## src/rtl/pwm_timer_channel.sv

```systemverilog
module pwm_timer_channel #(
  parameter int W = 16
) (
  input  logic         clk,
  input  logic         rst_n,
  input  logic         run,
  input  logic [1:0]   div_sel,
  input  logic [1:0]   edge_sel,
  input  logic [2:0]   clr_sel,
  input  logic [1:0]   mode_sel,
  input  logic [2:0]   out_ctl,
  input  logic [W-1:0] cmp_a,
  input  logic [W-1:0] cmp_b,
  input  logic [W-1:0] cmp_c,
  input  logic [W-1:0] cmp_d,
  output logic         pin,
  output logic [W-1:0] count
);
  localparam int MAXP  = 3;
  localparam int PRE_W = 2 * MAXP;

  logic [PRE_W-1:0] pre_cnt, pre_mask, pre_low;
  logic             rise_pt, fall_pt, tick;
  logic             pwm_on, clr_en, clr_hit, hit_a, hit_b;
  logic [W-1:0]     clr_val;
  logic [2:0]       ioc_q;
  logic             fixed_lvl, ioc_new, pin_nx;

  always_ff @(posedge clk or negedge rst_n)
    if (!rst_n)   pre_cnt <= '0;
    else if (run) pre_cnt <= pre_cnt + 1'b1;

  always_comb begin
    pre_mask = '0;
    for (int i = 0; i < PRE_W; i++)
      if (i < 2 * int'(div_sel)) pre_mask[i] = 1'b1;
  end

  assign pre_low = pre_cnt & pre_mask;
  assign rise_pt = pre_low == (pre_mask >> 1);
  assign fall_pt = pre_low == pre_mask;

  always_comb begin
    if (div_sel == 2'd0) tick = run;
    else case (edge_sel)
      2'd0:    tick = run && rise_pt;
      2'd1:    tick = run && fall_pt;
      default: tick = run && (rise_pt || fall_pt);
    endcase
  end

  assign pwm_on = mode_sel == 2'd2;

  always_comb begin
    clr_en  = 1'b1;
    clr_val = cmp_b;
    if (!pwm_on)
      case (clr_sel)
        3'd1:    clr_val = cmp_a;
        3'd2:    clr_val = cmp_b;
        3'd5:    clr_val = cmp_c;
        3'd6:    clr_val = cmp_d;
        default: clr_en  = 1'b0;
      endcase
  end

  assign clr_hit = clr_en && (count == clr_val);

  always_ff @(posedge clk or negedge rst_n)
    if (!rst_n)    count <= '0;
    else if (tick) count <= clr_hit ? '0 : count + 1'b1;

  assign hit_a     = tick && (count == cmp_a);
  assign hit_b     = tick && pwm_on && (count == cmp_b);
  assign fixed_lvl = out_ctl[1:0] == 2'd0;
  assign ioc_new   = out_ctl != ioc_q;

  always_comb begin
    pin_nx = pin;
    if (fixed_lvl || ioc_new) pin_nx = out_ctl[2];
    else if (hit_b)           pin_nx = out_ctl[2];
    else if (hit_a)
      case (out_ctl[1:0])
        2'd1:    pin_nx = 1'b0;
        2'd2:    pin_nx = 1'b1;
        default: pin_nx = ~pin;
      endcase
  end

  always_ff @(posedge clk or negedge rst_n)
    if (!rst_n) begin
      pin   <= 1'b0;
      ioc_q <= 3'd0;
    end else begin
      pin   <= pin_nx;
      ioc_q <= out_ctl;
    end


  idle_hold_chk: assert property (@(posedge clk) disable iff (!rst_n)
    !tick |=> $stable(count));


  stop_hold_chk: assert property (@(posedge clk) disable iff (!rst_n)
    !run |=> ($stable(count) && $stable(pre_cnt)));


  pwm_wrap_chk: assert property (@(posedge clk) disable iff (!rst_n)
    (pwm_on && tick && count == cmp_b) |=> count == '0);


  pwm_restore_chk: assert property (@(posedge clk) disable iff (!rst_n)
    (pwm_on && tick && count == cmp_b) |=> pin == $past(out_ctl[2]));


  fixed_level_chk: assert property (@(posedge clk) disable iff (!rst_n)
    (out_ctl[1:0] == 2'd0) |=> pin == $past(out_ctl[2]));


  code_load_chk: assert property (@(posedge clk) disable iff (!rst_n)
    (out_ctl != ioc_q) |=> pin == $past(out_ctl[2]));
endmodule

```

## config.mk

```make
export PLATFORM = sky130hd
export DESIGN_NAME = pwm_timer_channel
export DESIGN_NICKNAME = d
export VERILOG_FILES = /design/src/rtl/pwm_timer_channel.sv
export SDC_FILE = /design/constraint.sdc
export NUM_CORES = 1
export LEC_CHECK = 0
export BUFFER_PORTS_ARGS = -buffer_cell sky130_fd_sc_hd__buf_2
export CORE_MARGIN = 2
export CORE_UTILIZATION = 35
export DETAILED_ROUTE_END_ITERATION = 10
export PLACE_DENSITY_LB_ADDON = 0.2
export SYNTH_ARGS = -nofsm -noshare
export SYNTH_HDL_FRONTEND = slang
export SYNTH_SLANG_ARGS = --single-unit
```

## constraint.sdc

```tcl
create_clock -name clk -period 4.3 [get_ports clk]
set_input_delay 0.43 -clock clk [delete_from_list [all_inputs] [get_ports clk]]
set_output_delay 0.43 -clock clk [all_outputs]
set_load 0.01 [all_outputs]
```

==> results.py, run 1 <==
metrics = {
    "run_status": {
        "run_status": "complete, no violations",
    },
    "place": {
        "place.detailed.instances": 474,
        "port_buffers": 95,
        "place_hpwl_um": 5950,
        "place_area_sq_um": 3090,
        "routabilityCongestion": 0.843,
    },
    "die": {
        "fp.dieArea_sq_um": 8180,
        "io-pin-count": 96,
        "dieWidth_um": 90.5,
        "rows": 31,
        "initial_core_util": 0.361,
        "core_region_area_sq_um": 7250,
        "die_h_um": 90.5,
    },
    "synth": {
        "synth_commonest_cells": "40 x sky130_fd_sc_hd__xnor2_1, 26 x sky130_fd_sc_hd__dfrtp_1, 19 x sky130_fd_sc_hd__nand2_1",
        "postSynth.topFlopCell": "sky130_fd_sc_hd__dfrtp_1",
        "synth-async-reset-ratio": 1.00,
        "synth_enable_flop_cells": 0,
        "syn_area_cell_sq_um": 8.61,
        "post_synth_num_cell_types": 53,
        "yosys.area.top_type_share": 0.249,
        "yosysSeqAreaShare": 0.249,
        "postSynthRegisterBits": 26,
        "netlist.top_cell.by_area": "sky130_fd_sc_hd__dfrtp_1",
        "synth.yosys.warnings": 0,
        "synth.top_cells.by_area": "sky130_fd_sc_hd__dfrtp_1 25%, sky130_fd_sc_hd__xnor2_1 13%, sky130_fd_sc_hd__mux2_2 6.5%",
        "postSynthNetCount": 387,
        "post_synth_inst_count": 304,
        "synthesized_area_sq_um": 2620,
        "synth_most_common_cell": "sky130_fd_sc_hd__xnor2_1",
    },
    "global_route": {
        "grt_pass1_vias": 2591,
        "grt_first_pass_wirelength_um": 12700,
        "gr-total-overflow": 0,
        "antenna_found_initial": 0,
        "maximum_number_of_pins_on_one_net_before_global_route_repair": 27,
        "grt_util_all_layers": 0.187,
    },
    "routing": {
        "drt_pre_antenna_iters": 5,
        "routedWlPerCell_um": 15.8,
        "route.vias.total": 2533,
        "routed_via_density": 5.30,
        "initialDrtViolationCount": 123,
        "antenna_violating_nets_post_route": 0,
        "drcViolationCount": 0,
        "routed_wl_um": 7570,
    },
    "worst_setup_path": {
        "worst_setup_path_startpoint": "clr_sel[1]",
        "setup.worst_path.class": "in2reg",
        "r2r_startpoint": "count[10]",
        "path_max_fanout": 18,
        "crit_end": "count[9]",
        "crit_path_cell_trace": "buf_2 > nor2b_1 > a22oi_1 > xnor2_1 > nor4_1 > a31oi_2 > nor3_2 > o31ai_1",
        "ff2ff_setup_slack_ns": 1.41,
        "cp-start-kind": "input pin",
        "worstRegToRegCells": 7,
        "worstReg2RegEnd": "count[9]",
        "slowest_delay_ns": 0.94,
        "cp.arrival_ns": 3.45,
        "critPathCaptureType": "register",
        "critPathRequiredTime_ns": 4.43,
        "crit_path_top_delay_cell": "sky130_fd_sc_hd__nor2b_1",
    },
    "timing": {
        "worst_slew_margin_rel": 0.177,
        "maxClockFrequency_mhz": 301,
        "setup_repair_after_global_routing_missed_its_margin": "false",
        "setup_viols_final": 0,
        "final-max-slew-violation-count": 0,
        "hold_violations": 0,
        "final_period_minus_worst_setup_slack_ns": 3.32,
        "transition_time_at_the_pin_with_the_least_slew_margin_ns": 1.23,
        "final_min_period_over_clock_period": 0.773,
        "clock-skew-final_ns": 0.00137,
        "fin_hold_ws_ns": 0.154,
        "setup_tns_ns": 0,
    },
    "clock_tree": {
        "cts_tree": "built",
        "cts-buffers-inserted": 3,
        "clock_tree_buf_depth": 2,
        "post-cts-setup-buffer-count": 0,
        "clkTransAtPathRegs_ns": 0.09,
        "cts_root_buffer": "sky130_fd_sc_hd__clkbuf_8",
        "clock_insertion_delay_worst_skew_ns": 0.27,
        "cts.sinks": 26,
        "post_cts.resized_instances": 0,
        "cts_hold_buf": 0,
        "h_tree_lvls": 1,
    },
    "power_and_ir_drop": {
        "leakage_nw": 1.31,
        "powerDensity_nw_per_um2": 337,
        "max-vdd-ir-drop_v": 0.000191,
    },
    "finish": {
        "area.growth.synth_to_final_pct": 20.9,
        "stdcell_count": 478,
        "final_nets": 463,
        "final_design_area_no_fill_sq_um": 3160,
        "antenna_cells_inserted": 0,
        "layout-drive-gt1-share": 0.348,
    },
    "flow_run": {
        "cap_viol_max_count": 0,
    },
    "min_path": {
        "hp-class": "in2async",
    },
}
[through the flow]
step | setup WS, ns | util | power, mW
2_1_floorplan | 1.95 | - | 0.712
4_1_cts | 1.01 | 0.436 | 1.07
3_3_place_gp | 0.864 | 0.426 | 0.857
3_5_place_dp | 0.733 | 0.426 | 0.863
6_report | 0.976 | 0.436 | 1.06
5_1_grt | 0.724 | 0.436 | 1.15
[worst max-delay path, delay by kind of cell]
family                 cells  cell delay, ns
XOR/XNOR                   1            0.18
buffers and inverters      1            0.12
AO/OA/AOI/OAI              3            0.65
AND/OR/NAND/NOR            3            2.05
[area by class of cell]
class | count | area, sq um
clock buffer | 3 | 41.3
clock inverter | 1 | 30.0
fill | 751 | 4090
inverter | 14 | 52.6
multi-input combinational | 238 | 1770
sequential | 26 | 651
tap | 99 | 124
timing repair buffer | 97 | 490
[logic make-up (layout without fill, tap and decap cells)]
kind of cell / count (synthesis) / after routing / synth area share
and+or+nand+nor: 96 / 96 / 0.210
AOI/OAI and AO/OA: 70 / 70 / 0.202
xor gates and xnor gates: 50 / 50 / 0.167
buffers and inverters: 40 / 115 / 0.0736
DFF: 26 / 26 / 0.249
muxes: 18 / 18 / 0.0789
adders and majority gates: 4 / 4 / 0.0191
[cells in the final DEF, fill, tap and decap left out, types with 7 or more instances in the layout]
cell type                  count
sky130_fd_sc_hd__nor2b_1      11
sky130_fd_sc_hd__xor2_1       10
sky130_fd_sc_hd__inv_1        14
sky130_fd_sc_hd__a22oi_1      15
sky130_fd_sc_hd__o211ai_1      7
sky130_fd_sc_hd__xnor2_1      40
sky130_fd_sc_hd__buf_2        95
sky130_fd_sc_hd__dfrtp_1      26
sky130_fd_sc_hd__mux2_2       15
sky130_fd_sc_hd__nor4_1       13
sky130_fd_sc_hd__nand2_1      19
sky130_fd_sc_hd__nor2_1       12
sky130_fd_sc_hd__nand4_1      11
sky130_fd_sc_hd__o21ai_0      13
[worst min-delay path by stage]
stage / startpoint / end
2_1_floorplan: rst_n / count[0]
3_3_place_gp: rst_n / pin
3_5_place_dp: rst_n / ioc_q[2]
4_1_cts: rst_n / ioc_q[2]
5_1_grt: rst_n / ioc_q[2]
6_report: rst_n / ioc_q[2]
[flip-flops by register name (all words and copies together) (netlist names)]
signal	count
pre_cnt	6
ioc_q	3
pin	1
count	16
[routing by layer]
| layer | GRT usage | wire [um] | vias to the layer above |
|---|---|---|---|
| met2 | 0.329 | 3770 | 67 |
| li1 | - | - | 1255 |
| met5 | 0 | 0 | - |
| met1 | 0.241 | 3400 | 1205 |
| met4 | 0.0410 | 51 | 0 |
| met3 | 0.0284 | 340 | 6 |
[report_power, final]
group	internal [mW]	switching, mW
clock network	0.125	0.0802
logic	0.214	0.222
registers	0.299	0.125
Note: power is estimated with default switching activity, not from simulation.
==> inputs of run 2 (changes only) <==
--- a/config.mk
+++ b/config.mk
@@ -5,6 +5,7 @@
 export SDC_FILE = /design/constraint.sdc
 export NUM_CORES = 1
 export LEC_CHECK = 0
+export ABC_AREA = 1
 export BUFFER_PORTS_ARGS = -buffer_cell sky130_fd_sc_hd__buf_2
 export CORE_MARGIN = 2
 export CORE_UTILIZATION = 35
==> constraint.sdc (replaced) <==
create_clock -name clk -period 3.25 [get_ports clk]
set_input_delay 0.325 -clock clk [delete_from_list [all_inputs] [get_ports clk]]
set_output_delay 0.325 -clock clk [all_outputs]
set_load 0.01 [all_outputs]
==> run 2 against run 1 <==
Register-to-register slack worse by 0.31 ns. Largest cell class unchanged. Clock skew up 0.0080 ns. Critical path depth up 6. Cell area up 13%. Global-route usage up 1.1 points. Hold slack worse by 0.11 ns. Critical path type unchanged. Utilization down 0.21 points.
==> results.py, run 2 <==
metrics = {
    "timing": {
        "setup_tns_ns": 0,
        "transition_time_at_the_pin_with_the_least_slew_margin_ns": 0.625,
        "final-max-slew-violation-count": 0,
        "setup_repair_after_global_routing_missed_its_margin": "false",
        "setup_viols_final": 0,
        "worst_slew_margin_rel": 0.580,
        "maxClockFrequency_mhz": 417,
        "hold_violations": 0,
        "final_critical_path_setup_slack_ns": 0.855,
        "clock-skew-final_ns": 0.00940,
        "fin_hold_ws_ns": 0.0405,
        "final_period_minus_worst_setup_slack_ns": 2.40,
        "final_min_period_over_clock_period": 0.737,
    },
    "synth": {
        "post_synth_fa_ha_maj_area_fraction": 0.0168,
        "post_synth_num_cell_types": 31,
        "synth.area.mux_share": 0,
        "synth_top_family_by_area": "simple AND/OR/NAND/NOR gates",
        "synth.yosys.warnings": 0,
        "synth_most_common_cell": "sky130_fd_sc_hd__nand2_1",
        "synth_xor_area_frac": 0.0796,
        "syn_area_cell_sq_um": 5.67,
        "netlist.top_cell.by_area": "sky130_fd_sc_hd__dfrtp_1",
        "postSynth.topFlopCell": "sky130_fd_sc_hd__dfrtp_1",
        "synth_simple_gate_area_frac": 0.487,
        "yosys.area.top_type_share": 0.219,
        "postSynthRegisterBits": 26,
        "synth_commonest_cells": "171 x sky130_fd_sc_hd__nand2_1, 76 x sky130_fd_sc_hd__inv_1, 67 x sky130_fd_sc_hd__nor2_1",
        "synth_area_in_compound_gates": 0.0543,
        "post_synth_inst_count": 524,
        "synth-async-reset-ratio": 1.00,
        "yosysSeqAreaShare": 0.219,
        "synthesized_area_sq_um": 2970,
        "synth_enable_flop_cells": 0,
        "postSynthNetCount": 607,
        "synth.top_cells.by_area": "sky130_fd_sc_hd__dfrtp_1 22%, sky130_fd_sc_hd__nand2_1 22%, sky130_fd_sc_hd__inv_1 9.6%",
    },
    "run_status": {
        "run_status": "complete, no violations",
    },
    "finish": {
        "layout-drive-gt1-share": 0.203,
        "final_design_area_no_fill_sq_um": 3560,
        "layout.cells.most_common": "sky130_fd_sc_hd__nand2_1",
        "max_flop_register": "count",
        "mostFrequentLayoutCells": "171 x sky130_fd_sc_hd__nand2_1, 95 x sky130_fd_sc_hd__buf_2, 76 x sky130_fd_sc_hd__inv_1, 67 x sky130_fd_sc_hd__nor2_1, 43 x sky130_fd_sc_hd__nand3_1",
        "area.growth.synth_to_final_pct": 20.0,
        "largest_register_ffs": 16,
        "final_nets": 690,
        "antenna_cells_inserted": 0,
        "registers_with_the_most_flip_flops": "count x16, pre_cnt x6, ioc_q x3",
    },
    "worst_setup_path": {
        "setup.worst_path.class": "in2reg",
        "wp_depth": 14,
        "critPathRequiredTime_ns": 3.43,
        "critPathCaptureType": "register",
        "cp.arrival_ns": 2.57,
        "slowest_delay_ns": 0.34,
        "crit_path_top_delay_cell": "sky130_fd_sc_hd__a21oi_4",
        "worstRegToRegCells": 11,
        "r2r_startpoint": "pre_cnt[1]",
        "path_delay_family": "simple AND/OR/NAND/NOR gates",
        "ff2ff_setup_slack_ns": 1.10,
        "worstReg2RegEnd": "count[7]",
        "path_max_fanout": 16,
        "cp-start-kind": "input pin",
        "crit_buf_inv": 4,
        "crit_path_cell_trace": "buf_2 > inv_2 > nor2_4 > inv_2 > a21oi_4 > nand2_1 > nand3_1 > nand2_1 > nor2_1 > nand2_1 > nor2_2 > nand3_2 > nand2_1 > inv_2",
        "cpMostUsedCell": "sky130_fd_sc_hd__nand2_1",
        "worst_setup_path_startpoint": "clr_sel[0]",
    },
    "power_and_ir_drop": {
        "power.combinational.fraction": 0.484,
        "switching_share": 0.463,
        "post-layout-total-power_mw": 1.68,
        "leakage_nw": 2.09,
        "net-switching-power_uw": 777,
        "share_clk_of_total_power": 0.162,
        "powerDensity_nw_per_um2": 471,
        "p_seq_frac": 0.355,
        "max-vdd-ir-drop_v": 0.000301,
        "internal_power_uw": 901,
    },
    "global_route": {
        "grt_first_pass_wirelength_um": 14400,
        "grt_pass1_vias": 3114,
        "gr-total-overflow": 0,
        "grt_util_all_layers": 0.198,
        "antenna_found_initial": 0,
        "maximum_number_of_pins_on_one_net_before_global_route_repair": 34,
    },
    "routing": {
        "routed_wl_um": 9190,
        "drt_pre_antenna_iters": 4,
        "antenna_violating_nets_post_route": 0,
        "route.vias.total": 3425,
        "drcViolationCount": 0,
        "routed_via_density": 4.82,
        "routedWlPerCell_um": 12.9,
        "initialDrtViolationCount": 180,
    },
    "die": {
        "dieWidth_um": 96.1,
        "core_region_area_sq_um": 8220,
        "io-pin-count": 96,
        "rows": 33,
        "die_h_um": 96.1,
        "fp.dieArea_sq_um": 9240,
        "initial_core_util": 0.362,
    },
    "place": {
        "place_area_sq_um": 3490,
        "port_buffers": 95,
        "place_hpwl_um": 7600,
        "routabilityCongestion": 0.850,
        "placement.setup.worst_slack_ns": 0.544,
    },
    "clock_tree": {
        "cts-buffers-inserted": 3,
        "post_cts.resized_instances": 0,
        "h_tree_lvls": 1,
        "cts_tree": "built",
        "post-cts-setup-buffer-count": 0,
        "clock_insertion_delay_worst_skew_ns": 0.28,
        "cts_root_buffer": "sky130_fd_sc_hd__clkbuf_8",
        "cts_hold_buf": 0,
        "clock_tree_buf_depth": 2,
        "cts.sinks": 26,
        "clkTransAtPathRegs_ns": 0.10,
    },
    "min_path": {
        "hp-class": "in2async",
    },
    "flow_run": {
        "cap_viol_max_count": 0,
    },
}
## run 2: per-layer routing
layer	global-route usage	wire length (um)
met4	0.0488	115
met5	0	0
met2	0.355	4310
met3	0.0188	616
met1	0.253	4140
## run 2: logic make-up (layout without fill, tap and decap cells)
logic type,count (synthesis),count (layout)
XOR/XNOR,27,27
adder cells (fa/ha/maj),4,4
flip-flops,26,26
buffers and inverters,107,189
AND/OR/NAND/NOR,333,333
AO/OA/AOI/OAI,27,27
## run 2: area by class of cell
cell class / instances / area (sq um)
clock buffer: 3 / 41.3
clock inverter: 1 / 30.0
fill: 931 / 4650
inverter: 89 / 334
multi-input combinational: 391 / 1890
sequential: 26 / 651
tap: 105 / 131
timing repair buffer: 96 / 483
## run 2: worst max path at each step
stage	to	slack [ns]
finish	count[9]	0.85
global route	count[3]	0.56
CTS	count[9]	0.84
detailed placement	count[4]	0.54
global placement	count[14]	0.56
floorplan	count[4]	1.27
## run 2: power by group through the flow
| stage | clock, mW | sequential, mW | combinational (mW) |
|---|---|---|---|
| finish | 0.272 | 0.595 | 0.811 |
| global route | 0.291 | 0.617 | 0.936 |
| CTS | 0.279 | 0.594 | 0.819 |
| detailed placement | 0 | 0.599 | 0.815 |
| global placement | 0 | 0.601 | 0.800 |
| floorplan | 0 | 0.543 | 0.585 |
## run 2: stage by stage
stage / cells / util
final: 711 / 0.434
after global routing: 711 / 0.434
after CTS: 711 / 0.434
after detailed placement: 707 / 0.425
after global placement: 707 / 0.425
after floorplan: 524 / -
## run 2: worst reg2reg max path, cell delays in order (launching register included)
cell                      delay (ns)
sky130_fd_sc_hd__dfrtp_1        0.41
sky130_fd_sc_hd__inv_1          0.09
sky130_fd_sc_hd__nor2_1         0.04
sky130_fd_sc_hd__nor2_1         0.09
sky130_fd_sc_hd__nor2_1         0.06
sky130_fd_sc_hd__nor2_1         0.17
sky130_fd_sc_hd__nand2_1        0.22
sky130_fd_sc_hd__nor3_1         0.54
sky130_fd_sc_hd__nand2_1        0.13
sky130_fd_sc_hd__xor2_1         0.17
sky130_fd_sc_hd__nand2_1        0.08
sky130_fd_sc_hd__inv_2          0.03
